[config.mk]
export PLATFORM = sky130hd
export DESIGN_NAME = psw_sp_unit
export DESIGN_NICKNAME = d
export VERILOG_FILES = /design/src/rtl/psw_pkg.sv /design/src/rtl/psw_status_reg.sv /design/src/rtl/psw_sp_bank.sv /design/src/rtl/psw_cr_store.sv /design/src/rtl/psw_sp_unit.sv
export SDC_FILE = /design/constraint.sdc
export NUM_CORES = 1
export LEC_CHECK = 0
export BUFFER_PORTS_ARGS = -buffer_cell sky130_fd_sc_hd__buf_2
export CAP_MARGIN = 0
export CORE_ASPECT_RATIO = 0.8
export CORE_MARGIN = 5
export CORE_UTILIZATION = 45
export CTS_CLUSTER_DIAMETER = 100
export DETAILED_ROUTE_END_ITERATION = 6
export PLACE_DENSITY = 0.66
export SYNTH_ARGS = -nofsm -noshare
export SYNTH_HDL_FRONTEND = slang
export SYNTH_SLANG_ARGS = --single-unit
[constraint.sdc]
create_clock -name clk_i -period 5 [get_ports clk_i]
set_input_delay 0.75 -clock clk_i [delete_from_list [all_inputs] [get_ports clk_i]]
set_output_delay 0.75 -clock clk_i [all_outputs]
set_load 0.03 [all_outputs]
[src/rtl/psw_pkg.sv]
package psw_pkg;
  localparam int unsigned CR_IDX_W = 3;
  localparam int unsigned PSW_W    = 16;

  localparam int unsigned BIT_BSM   = 15;
  localparam int unsigned BIT_BIE   = 14;
  localparam int unsigned BIT_BCOND = 8;
  localparam int unsigned BIT_SM    = 7;
  localparam int unsigned BIT_IE    = 6;
  localparam int unsigned BIT_COND  = 0;

  typedef enum logic [CR_IDX_W-1:0] {
    CR_PSW  = 3'd0,
    CR_CBIT = 3'd1,
    CR_ISP  = 3'd2,
    CR_USP  = 3'd3,
    CR_GP4  = 3'd4,
    CR_GP5  = 3'd5,
    CR_BPC  = 3'd6,
    CR_NONE = 3'd7
  } cr_idx_e;

  typedef struct packed {
    logic bsm;
    logic bie;
    logic bcond;
    logic sm;
    logic ie;
    logic cond;
  } psw_t;

  function automatic logic [PSW_W-1:0] psw_pack(psw_t p);
    logic [PSW_W-1:0] w;
    w            = '0;
    w[BIT_BSM]   = p.bsm;
    w[BIT_BIE]   = p.bie;
    w[BIT_BCOND] = p.bcond;
    w[BIT_SM]    = p.sm;
    w[BIT_IE]    = p.ie;
    w[BIT_COND]  = p.cond;
    return w;
  endfunction

  function automatic psw_t psw_unpack(logic [PSW_W-1:0] w);
    psw_t p;
    p.bsm   = w[BIT_BSM];
    p.bie   = w[BIT_BIE];
    p.bcond = w[BIT_BCOND];
    p.sm    = w[BIT_SM];
    p.ie    = w[BIT_IE];
    p.cond  = w[BIT_COND];
    return p;
  endfunction
endpackage

[src/rtl/psw_status_reg.sv]
module psw_status_reg
  import psw_pkg::*;
(
  input  logic             clk_i,
  input  logic             rst_ni,
  input  logic             psw_we_i,
  input  logic             cbit_we_i,
  input  logic [PSW_W-1:0] wdata_i,
  output psw_t             psw_o
);
  psw_t psw_q;

  always_ff @(posedge clk_i or negedge rst_ni) begin
    if (!rst_ni) begin
      psw_q <= '0;
    end else if (psw_we_i) begin
      psw_q <= psw_unpack(wdata_i);
    end else if (cbit_we_i) begin
      psw_q.cond <= wdata_i[BIT_COND];
    end
  end

  assign psw_o = psw_q;

  AST_CBIT_KEEPS_OTHERS: assert property (@(posedge clk_i) disable iff (!rst_ni)
    cbit_we_i && !psw_we_i |=> psw_q.sm == $past(psw_q.sm) && psw_q.ie == $past(psw_q.ie)
      && psw_q.bsm == $past(psw_q.bsm));
endmodule

[src/rtl/psw_sp_bank.sv]
module psw_sp_bank #(
  parameter int unsigned XLEN = 32
) (
  input  logic            clk_i,
  input  logic            rst_ni,
  input  logic            swap_i,
  input  logic            cr_live_we_i,
  input  logic            cr_shadow_we_i,
  input  logic [XLEN-1:0] cr_wdata_i,
  input  logic            gr_we_i,
  input  logic [XLEN-1:0] gr_wdata_i,
  output logic [XLEN-1:0] live_o,
  output logic [XLEN-1:0] shadow_o
);
  logic [XLEN-1:0] live_q, shadow_q;
  logic [XLEN-1:0] live_eff;

  // value register 15 would hold this cycle absent a swap
  assign live_eff = gr_we_i ? gr_wdata_i : live_q;

  always_ff @(posedge clk_i or negedge rst_ni) begin
    if (!rst_ni) begin
      live_q   <= '0;
      shadow_q <= '0;
    end else if (swap_i) begin
      live_q   <= shadow_q;
      shadow_q <= live_eff;
    end else begin
      if (cr_live_we_i)   live_q   <= cr_wdata_i;
      else if (gr_we_i)   live_q   <= gr_wdata_i;
      if (cr_shadow_we_i) shadow_q <= cr_wdata_i;
    end
  end

  assign live_o   = live_q;
  assign shadow_o = shadow_q;

  AST_SWAP_LOADS_OTHER: assert property (@(posedge clk_i) disable iff (!rst_ni)
    swap_i |=> live_q == $past(shadow_q));
  AST_SWAP_SAVES_PORT: assert property (@(posedge clk_i) disable iff (!rst_ni)
    swap_i && gr_we_i |=> shadow_q == $past(gr_wdata_i));
  AST_CR_BEATS_GR: assert property (@(posedge clk_i) disable iff (!rst_ni)
    !swap_i && cr_live_we_i && gr_we_i |=> live_q == $past(cr_wdata_i));
  AST_ONE_TARGET: assert property (@(posedge clk_i) disable iff (!rst_ni)
    !(cr_live_we_i && cr_shadow_we_i));
endmodule

[src/rtl/psw_cr_store.sv]
module psw_cr_store #(
  parameter int unsigned XLEN  = 32,
  parameter int unsigned IDX_W = 3,
  parameter int unsigned BASE  = 4,
  parameter int unsigned NUM   = 3
) (
  input  logic             clk_i,
  input  logic             rst_ni,
  input  logic             we_i,
  input  logic [IDX_W-1:0] waddr_i,
  input  logic [XLEN-1:0]  wdata_i,
  input  logic [IDX_W-1:0] raddr_i,
  output logic [XLEN-1:0]  rdata_o,
  output logic             rhit_o
);
  logic [NUM-1:0]  rsel;
  logic [XLEN-1:0] slot_q [NUM];

  for (genvar g = 0; g < NUM; g++) begin : g_slot
    localparam logic [IDX_W-1:0] IDX = IDX_W'(BASE + g);
    always_ff @(posedge clk_i or negedge rst_ni) begin
      if (!rst_ni)                      slot_q[g] <= '0;
      else if (we_i && waddr_i == IDX)  slot_q[g] <= wdata_i;
    end
    assign rsel[g] = (raddr_i == IDX);
  end

  always_comb begin
    rdata_o = '0;
    for (int i = 0; i < NUM; i++) begin
      if (rsel[i]) rdata_o = slot_q[i];
    end
  end

  assign rhit_o = |rsel;

  AST_SEL_ONEHOT: assert property (@(posedge clk_i) disable iff (!rst_ni)
    $onehot0(rsel));
endmodule

[src/rtl/psw_sp_unit.sv]
module psw_sp_unit
  import psw_pkg::*;
#(
  parameter int unsigned XLEN = 32
) (
  input  logic                clk_i,
  input  logic                rst_ni,
  input  logic                cr_we_i,
  input  logic [CR_IDX_W-1:0] cr_waddr_i,
  input  logic [XLEN-1:0]     cr_wdata_i,
  input  logic [CR_IDX_W-1:0] cr_raddr_i,
  output logic [XLEN-1:0]     cr_rdata_o,
  input  logic                gr15_we_i,
  input  logic [XLEN-1:0]     gr15_wdata_i,
  output logic [XLEN-1:0]     gr15_rdata_o,
  output logic                cond_o,
  output logic                ie_o,
  output logic                sm_o
);
  localparam int unsigned NUM_GP = 3;
  localparam logic [XLEN-1:0] PSW_MASK = XLEN'(psw_pack('1));

  psw_t            psw;
  logic            psw_we, cbit_we, swap;
  logic            isp_we, usp_we, cr_live_we, cr_shadow_we;
  logic [XLEN-1:0] live, shadow, store_rdata;
  logic            store_hit;

  assign psw_we  = cr_we_i && (cr_waddr_i == CR_PSW);
  assign cbit_we = cr_we_i && (cr_waddr_i == CR_CBIT);
  assign isp_we  = cr_we_i && (cr_waddr_i == CR_ISP);
  assign usp_we  = cr_we_i && (cr_waddr_i == CR_USP);
  assign swap    = psw_we && (cr_wdata_i[BIT_SM] != psw.sm);

  // interrupt pointer is live in mode 0, user pointer is live in mode 1
  assign cr_live_we   = (isp_we && !psw.sm) || (usp_we && psw.sm);
  assign cr_shadow_we = (isp_we && psw.sm)  || (usp_we && !psw.sm);

  psw_status_reg u_status (
    .clk_i     (clk_i),
    .rst_ni    (rst_ni),
    .psw_we_i  (psw_we),
    .cbit_we_i (cbit_we),
    .wdata_i   (cr_wdata_i[PSW_W-1:0]),
    .psw_o     (psw)
  );

  psw_sp_bank #(.XLEN(XLEN)) u_bank (
    .clk_i          (clk_i),
    .rst_ni         (rst_ni),
    .swap_i         (swap),
    .cr_live_we_i   (cr_live_we),
    .cr_shadow_we_i (cr_shadow_we),
    .cr_wdata_i     (cr_wdata_i),
    .gr_we_i        (gr15_we_i),
    .gr_wdata_i     (gr15_wdata_i),
    .live_o         (live),
    .shadow_o       (shadow)
  );

  psw_cr_store #(
    .XLEN  (XLEN),
    .IDX_W (CR_IDX_W),
    .BASE  (int'(CR_GP4)),
    .NUM   (NUM_GP)
  ) u_store (
    .clk_i   (clk_i),
    .rst_ni  (rst_ni),
    .we_i    (cr_we_i),
    .waddr_i (cr_waddr_i),
    .wdata_i (cr_wdata_i),
    .raddr_i (cr_raddr_i),
    .rdata_o (store_rdata),
    .rhit_o  (store_hit)
  );

  always_comb begin
    cr_rdata_o = '0;
    unique case (cr_raddr_i)
      CR_PSW:  cr_rdata_o = XLEN'(psw_pack(psw));
      CR_CBIT: cr_rdata_o = XLEN'(psw.cond);
      CR_ISP:  cr_rdata_o = psw.sm ? shadow : live;
      CR_USP:  cr_rdata_o = psw.sm ? live : shadow;
      CR_GP4, CR_GP5, CR_BPC: cr_rdata_o = store_hit ? store_rdata : '0;
      default: cr_rdata_o = '0;
    endcase
  end

  assign gr15_rdata_o = live;
  assign cond_o       = psw.cond;
  assign ie_o         = psw.ie;
  assign sm_o         = psw.sm;

  AST_PSW_RSV_ZERO: assert property (@(posedge clk_i) disable iff (!rst_ni)
    cr_raddr_i == CR_PSW |-> (cr_rdata_o & ~PSW_MASK) == '0);
  AST_MODE_FOLLOWS: assert property (@(posedge clk_i) disable iff (!rst_ni)
    psw_we |=> sm_o == $past(cr_wdata_i[BIT_SM]) && ie_o == $past(cr_wdata_i[BIT_IE]));
  AST_NO_SWAP_STABLE: assert property (@(posedge clk_i) disable iff (!rst_ni)
    psw_we && !swap && !gr15_we_i |=> $stable(gr15_rdata_o));
  AST_IDX7_ZERO: assert property (@(posedge clk_i) disable iff (!rst_ni)
    cr_raddr_i == CR_NONE |-> cr_rdata_o == '0);
endmodule

== Word level (Yosys, flattened, before mapping) ==
Index checks and enable logic that the tools add are counted.
Word-level totals
  register bits: 166
  bits of input ports: 74
  output and inout bits: 67
Operators by class
  equality and inequality tests: 13
  multiplexer cells: 13
  reductions and logical operators: 20
Operators with widths (number)
  32-bit 2-to-1 mux: 10
  32-bit case mux with 5 select lines: 1
  3-bit == test, second input constant: 6
  3-bit by 2-bit == test with 1-bit output, second input constant: 4
  1-bit logical AND: 12
  3-bit by 1-bit == test with 1-bit output, second input constant: 2
  3-bit logical NOT: 2
  2-bit nonzero test: 2
  3-bit OR reduction: 1
  1-bit logical OR: 2
  1-bit 2-to-1 mux: 2
  1-bit logical NOT: 1
  1-bit inequality test: 1

== Longest topological paths before layout ==
  depth after elaboration: 6
  depth in mapped cells: 8

== Hierarchy ==
From an unflattened synthesis, not the netlist that was laid out.
Unflattened totals
  cell total of the unflattened synthesis: 783
  area total of the unflattened synthesis: 9477.8 um^2
Modules (own cells, without submodules)
  psw_cr_store: times used 1, cells each 351, area each 4614.4 um^2, seq. area each 2402.3 um^2
  psw_sp_bank: times used 1, cells each 282, area each 3488.3 um^2, seq. area each 1601.5 um^2
  psw_sp_unit: times used 1, cells each 136, area each 1128.6 um^2, seq. area each 0.0 um^2
  psw_status_reg: times used 1, cells each 14, area each 246.5 um^2, seq. area each 150.1 um^2

== Least setup slack after synthesis ==
Ideal clock, no wire load.
  path type: register to output
  from: register u_status.psw_q, in the netlist u_status.psw_o[2]
  to: output cr_rdata_o[10]
  arrival: 2.146 ns
  data required time: 4.250 ns
  setup slack: 2.104 ns
  stages on the path, launching flop included: 7
  buffers on the path: 3
  cell sequence: dfrtp_1 -> buf_2 -> xor2_1 -> buf_4 -> buf_2 -> mux2i_1 -> o2bb2ai_1
On the way
  cells in the longest elaborated chain, start to end: 2
  elaborated cells between the ends (all ways): 3
  classes of those cells: mux (3)
RTL lines
  from (decl): RTL line psw_status_reg.sv:11  | psw_t psw_q;
  from (signal assigned): RTL line psw_status_reg.sv:17  | psw_q <= psw_unpack(wdata_i);
  32-bit 2-to-1 mux (on tied branches): RTL line psw_sp_unit.sv:83, psw_sp_unit.sv:82
  32-bit case mux with 5 select lines (*): RTL line psw_sp_unit.sv:79  | unique case (cr_raddr_i)
  to (decl): RTL line psw_sp_unit.sv:12  | output logic [XLEN-1:0] cr_rdata_o,
Every way passes the cells marked *; elsewhere a longest branch is shown, timed or not.

== Final worst setup path ==
  from: register u_status.psw_q, in the netlist u_status.psw_o[2]
  to: output cr_rdata_o[15]
The elaborated chain is that of the path after synthesis.

==> impl_metrics.py <==
metrics = {
    "power": {
        "p_leak_nw": 4.76,
        "ir_worst_vdd_v": 0.000203,
        "power.internal_w": 0.00303,
        "clkPwrFrac": 0.301,
        "p_sw_frac": 0.304,
        "seq_power_share": 0.428,
        "powerDensity_nw_per_um2": 418,
        "p_comb_frac": 0.271,
        "switchingPower_w": 0.00132,
    },
    "synthesis": {
        "synth_common_cells": "dfrtp_1 (166), mux2_2 (144), mux2i_1 (91), mux2_4 (58)",
        "synth_top_cell_by_area": "dfrtp_1",
        "synth_edf_count": 0,
        "ys_async_sr_fraction": 1.00,
        "synth_top_area_frac": 0.466,
        "synth_area_per_cell_um2": 12.6,
        "synth_flop_cell": "dfrtp_1",
        "yosys_warnings": 0,
        "postSynthCellCount": 707,
        "ys_seq_area_frac": 0.466,
        "synth_cell_types": 30,
        "synth_nets": 781,
        "synth_seq_cells": 166,
        "synthTopCellsByArea": "dfrtp_1 (47%), mux2_2 (18%), mux2i_1 (10%), mux2_4 (9.8%), o2bb2ai_1 (2.6%)",
        "yosysMostFrequentCell": "dfrtp_1",
        "syn_area_um2": 8920,
    },
    "cts": {
        "clk_pin_slew_ps": 70,
        "cts_buffers": 17,
        "clk_latency_ps": 430,
        "cts_root_buf": "clkbuf_16",
        "post_cts_buffers": 0,
        "cts_resized": 0,
        "clock-sinks": 166,
        "cts_tree": "built",
        "clockBufferDepth": 2,
        "htree_levels": 4,
        "ctsHoldBuffers": 0,
    },
    "critical_path": {
        "endpoint_kind": "primary output",
        "cp_data_required_time_ps": 4250,
        "path_class": "reg2out",
        "critical_path.cell_chain": "xor2_4 -> buf_4 -> mux2_2 -> a221oi_1 -> a21oi_1 -> buf_2",
        "crit_path_top_delay_cell": "dfrtp_1",
        "arrival_ps": 2830,
        "worst-path-buf-inv": 2,
        "start_kind": "flip-flop",
        "max_stage_delay_ps": 660,
        "cp_top_family": "flip-flops",
        "r2r_slack_ps": 2270,
        "worstPathMaxFanout": 12,
    },
    "drt": {
        "post-route-drc-count": 0,
        "wl_um": 20400,
        "dr_wl_met3_um": 1080,
        "wl_met2_um": 9170,
        "first_iter_violations": 293,
        "highest-signal-layer": "met5",
        "met1_length_um": 9880,
        "ant_nets": 0,
        "avgRoutedWirePerCell_um": 18.5,
        "first_pass_iters": 4,
        "vias_per_cell": 5.37,
        "vias": 5907,
    },
    "floorplanning": {
        "io_pins": 141,
        "start_util": 0.453,
        "die_w_um": 167,
        "fp.coreArea_um2": 19700,
        "die_h_um": 136,
        "die-area_um2": 22800,
        "rows": 46,
    },
    "sta": {
        "post-route-min-period_ps": 3580,
        "max_freq_mhz": 280,
        "finalHoldViolCount": 0,
        "relSlewSlack": 0.331,
        "rsz0062_at_grt": "no",
        "final_max_slew_viol_count": 0,
        "setup_tns_ps": 0,
        "worst_slew_pin_slew_ps": 999,
        "setup_violations": 0,
        "min_period_over_period": 0.715,
        "clock_skew_ps": 7.85,
    },
    "placement": {
        "gp_congestion": 0.711,
        "hpwl_um": 13400,
        "port_buffers": 140,
        "dp.cells": 1070,
    },
    "global_route": {
        "grt_max_degree": 105,
        "grt.total_usage": 0.183,
        "grt_pass1_vias": 6048,
        "gr-total-overflow": 0,
        "antenna_found_initial": 4,
        "grt_pass1_wl_um": 33100,
    },
    "worst_hold_path": {
        "hold_path_class": "in2async",
    },
    "final_layout": {
        "nets": 899,
        "final_layout_size_suffix_gt1_frac": 0.469,
        "fin_cells": 1101,
        "fill_cells": 1721,
        "areaGrowthSynthToFinish_pct": 16.7,
    },
    "status": {
        "status": "finished, final reports clean",
    },
    "flow_run": {
        "drv_cap": 0,
    },
}
## final cells by class
class | instances | area (µm²) | area share
clock inverters | 10 | 133 | 0.0127
flip-flops and latches | 166 | 4150 | 0.399
diodes | 2 | 5.00 | 0.000481
well taps | 264 | 330 | 0.0317
multi-input cells | 486 | 4520 | 0.434
clock buffers | 19 | 443 | 0.0425
repair buffers | 154 | 825 | 0.0792
## sequential cells by signal (all words and copies together), names as in the netlist
register and count:
u_bank.live_o 32, u_bank.shadow_o 32, u_status.psw_o 6, u_store.slot_q 96
## power by group through the flow
stage	registers, W	clock network (W)	logic, W
final	0.00186	0.00131	0.00118
after global routing	0.00191	0.00139	0.00129
after CTS	0.00186	0.00133	0.00119
after detailed placement	0.00188	0	0.00119
after global placement	0.00187	0	0.00117
after floorplan	0.00192	0	0.000817
## logic make-up after synthesis
kind of cell / share of synthesized area
flip-flops: 0.466
AND/OR/NAND/NOR: 0.0429
buffers and inverters: 0.0330
multiplexers: 0.383
XOR/XNOR: 0.00295
AO/OA/AOI/OAI: 0.0731
## layout by cell type, fill, tap and decap left out, types with 2 or more instances in the layout
cell type and n:
o21ai_0 27, a221oi_1 4, buf_2 139, mux2_4 58, nand2b_1 3, nand2_1 28, xor2_1 2, dfrtp_1 166
clkinv_2 4, a211oi_1 2, buf_4 13, a21oi_1 42, clkbuf_16 17, mux2_2 144, nor2_1 42, bufinv_16 3
mux2i_1 91, o2bb2ai_1 26, clkinvlp_4 3, nand3b_1 2, diode_2 2
## path summary, 6_finish.rpt
path	startpoint	to	depth (start not counted)
worst min register to register	u_store.slot_q[48]	u_store.slot_q[48]	1
min in group clk_i	u_store.slot_q[48]	u_store.slot_q[48]	1
worst min-delay path	rst_ni	u_bank.shadow_o[30]	1
worst max-delay path	u_status.psw_o[2]	cr_rdata_o[15]	6
max in group asynchronous	rst_ni	u_store.slot_q[14]	2
worst max register to register	u_status.psw_o[2]	u_bank.shadow_o[19]	5
## metrics by stage
stage,hold slack (ps),util,total power [W],setup slack (ps),area (µm²)
floorplan,454,-,0.00273,2100,8920
global placement,486,0.499,0.00305,1610,9830
detailed placement,493,0.499,0.00307,1570,9830
CTS,481,0.529,0.00439,1370,10400
global route,514,0.529,0.00458,1250,10400
finish,428,0.529,0.00435,1420,10400
## layer usage
layer	vias up	track usage
li1	2801	-
met1	2942	0.260
met2	133	0.281
met3	25	0.0422
met4	6	0.0550
met5	-	0
Power figures use the tool's default switching activity.
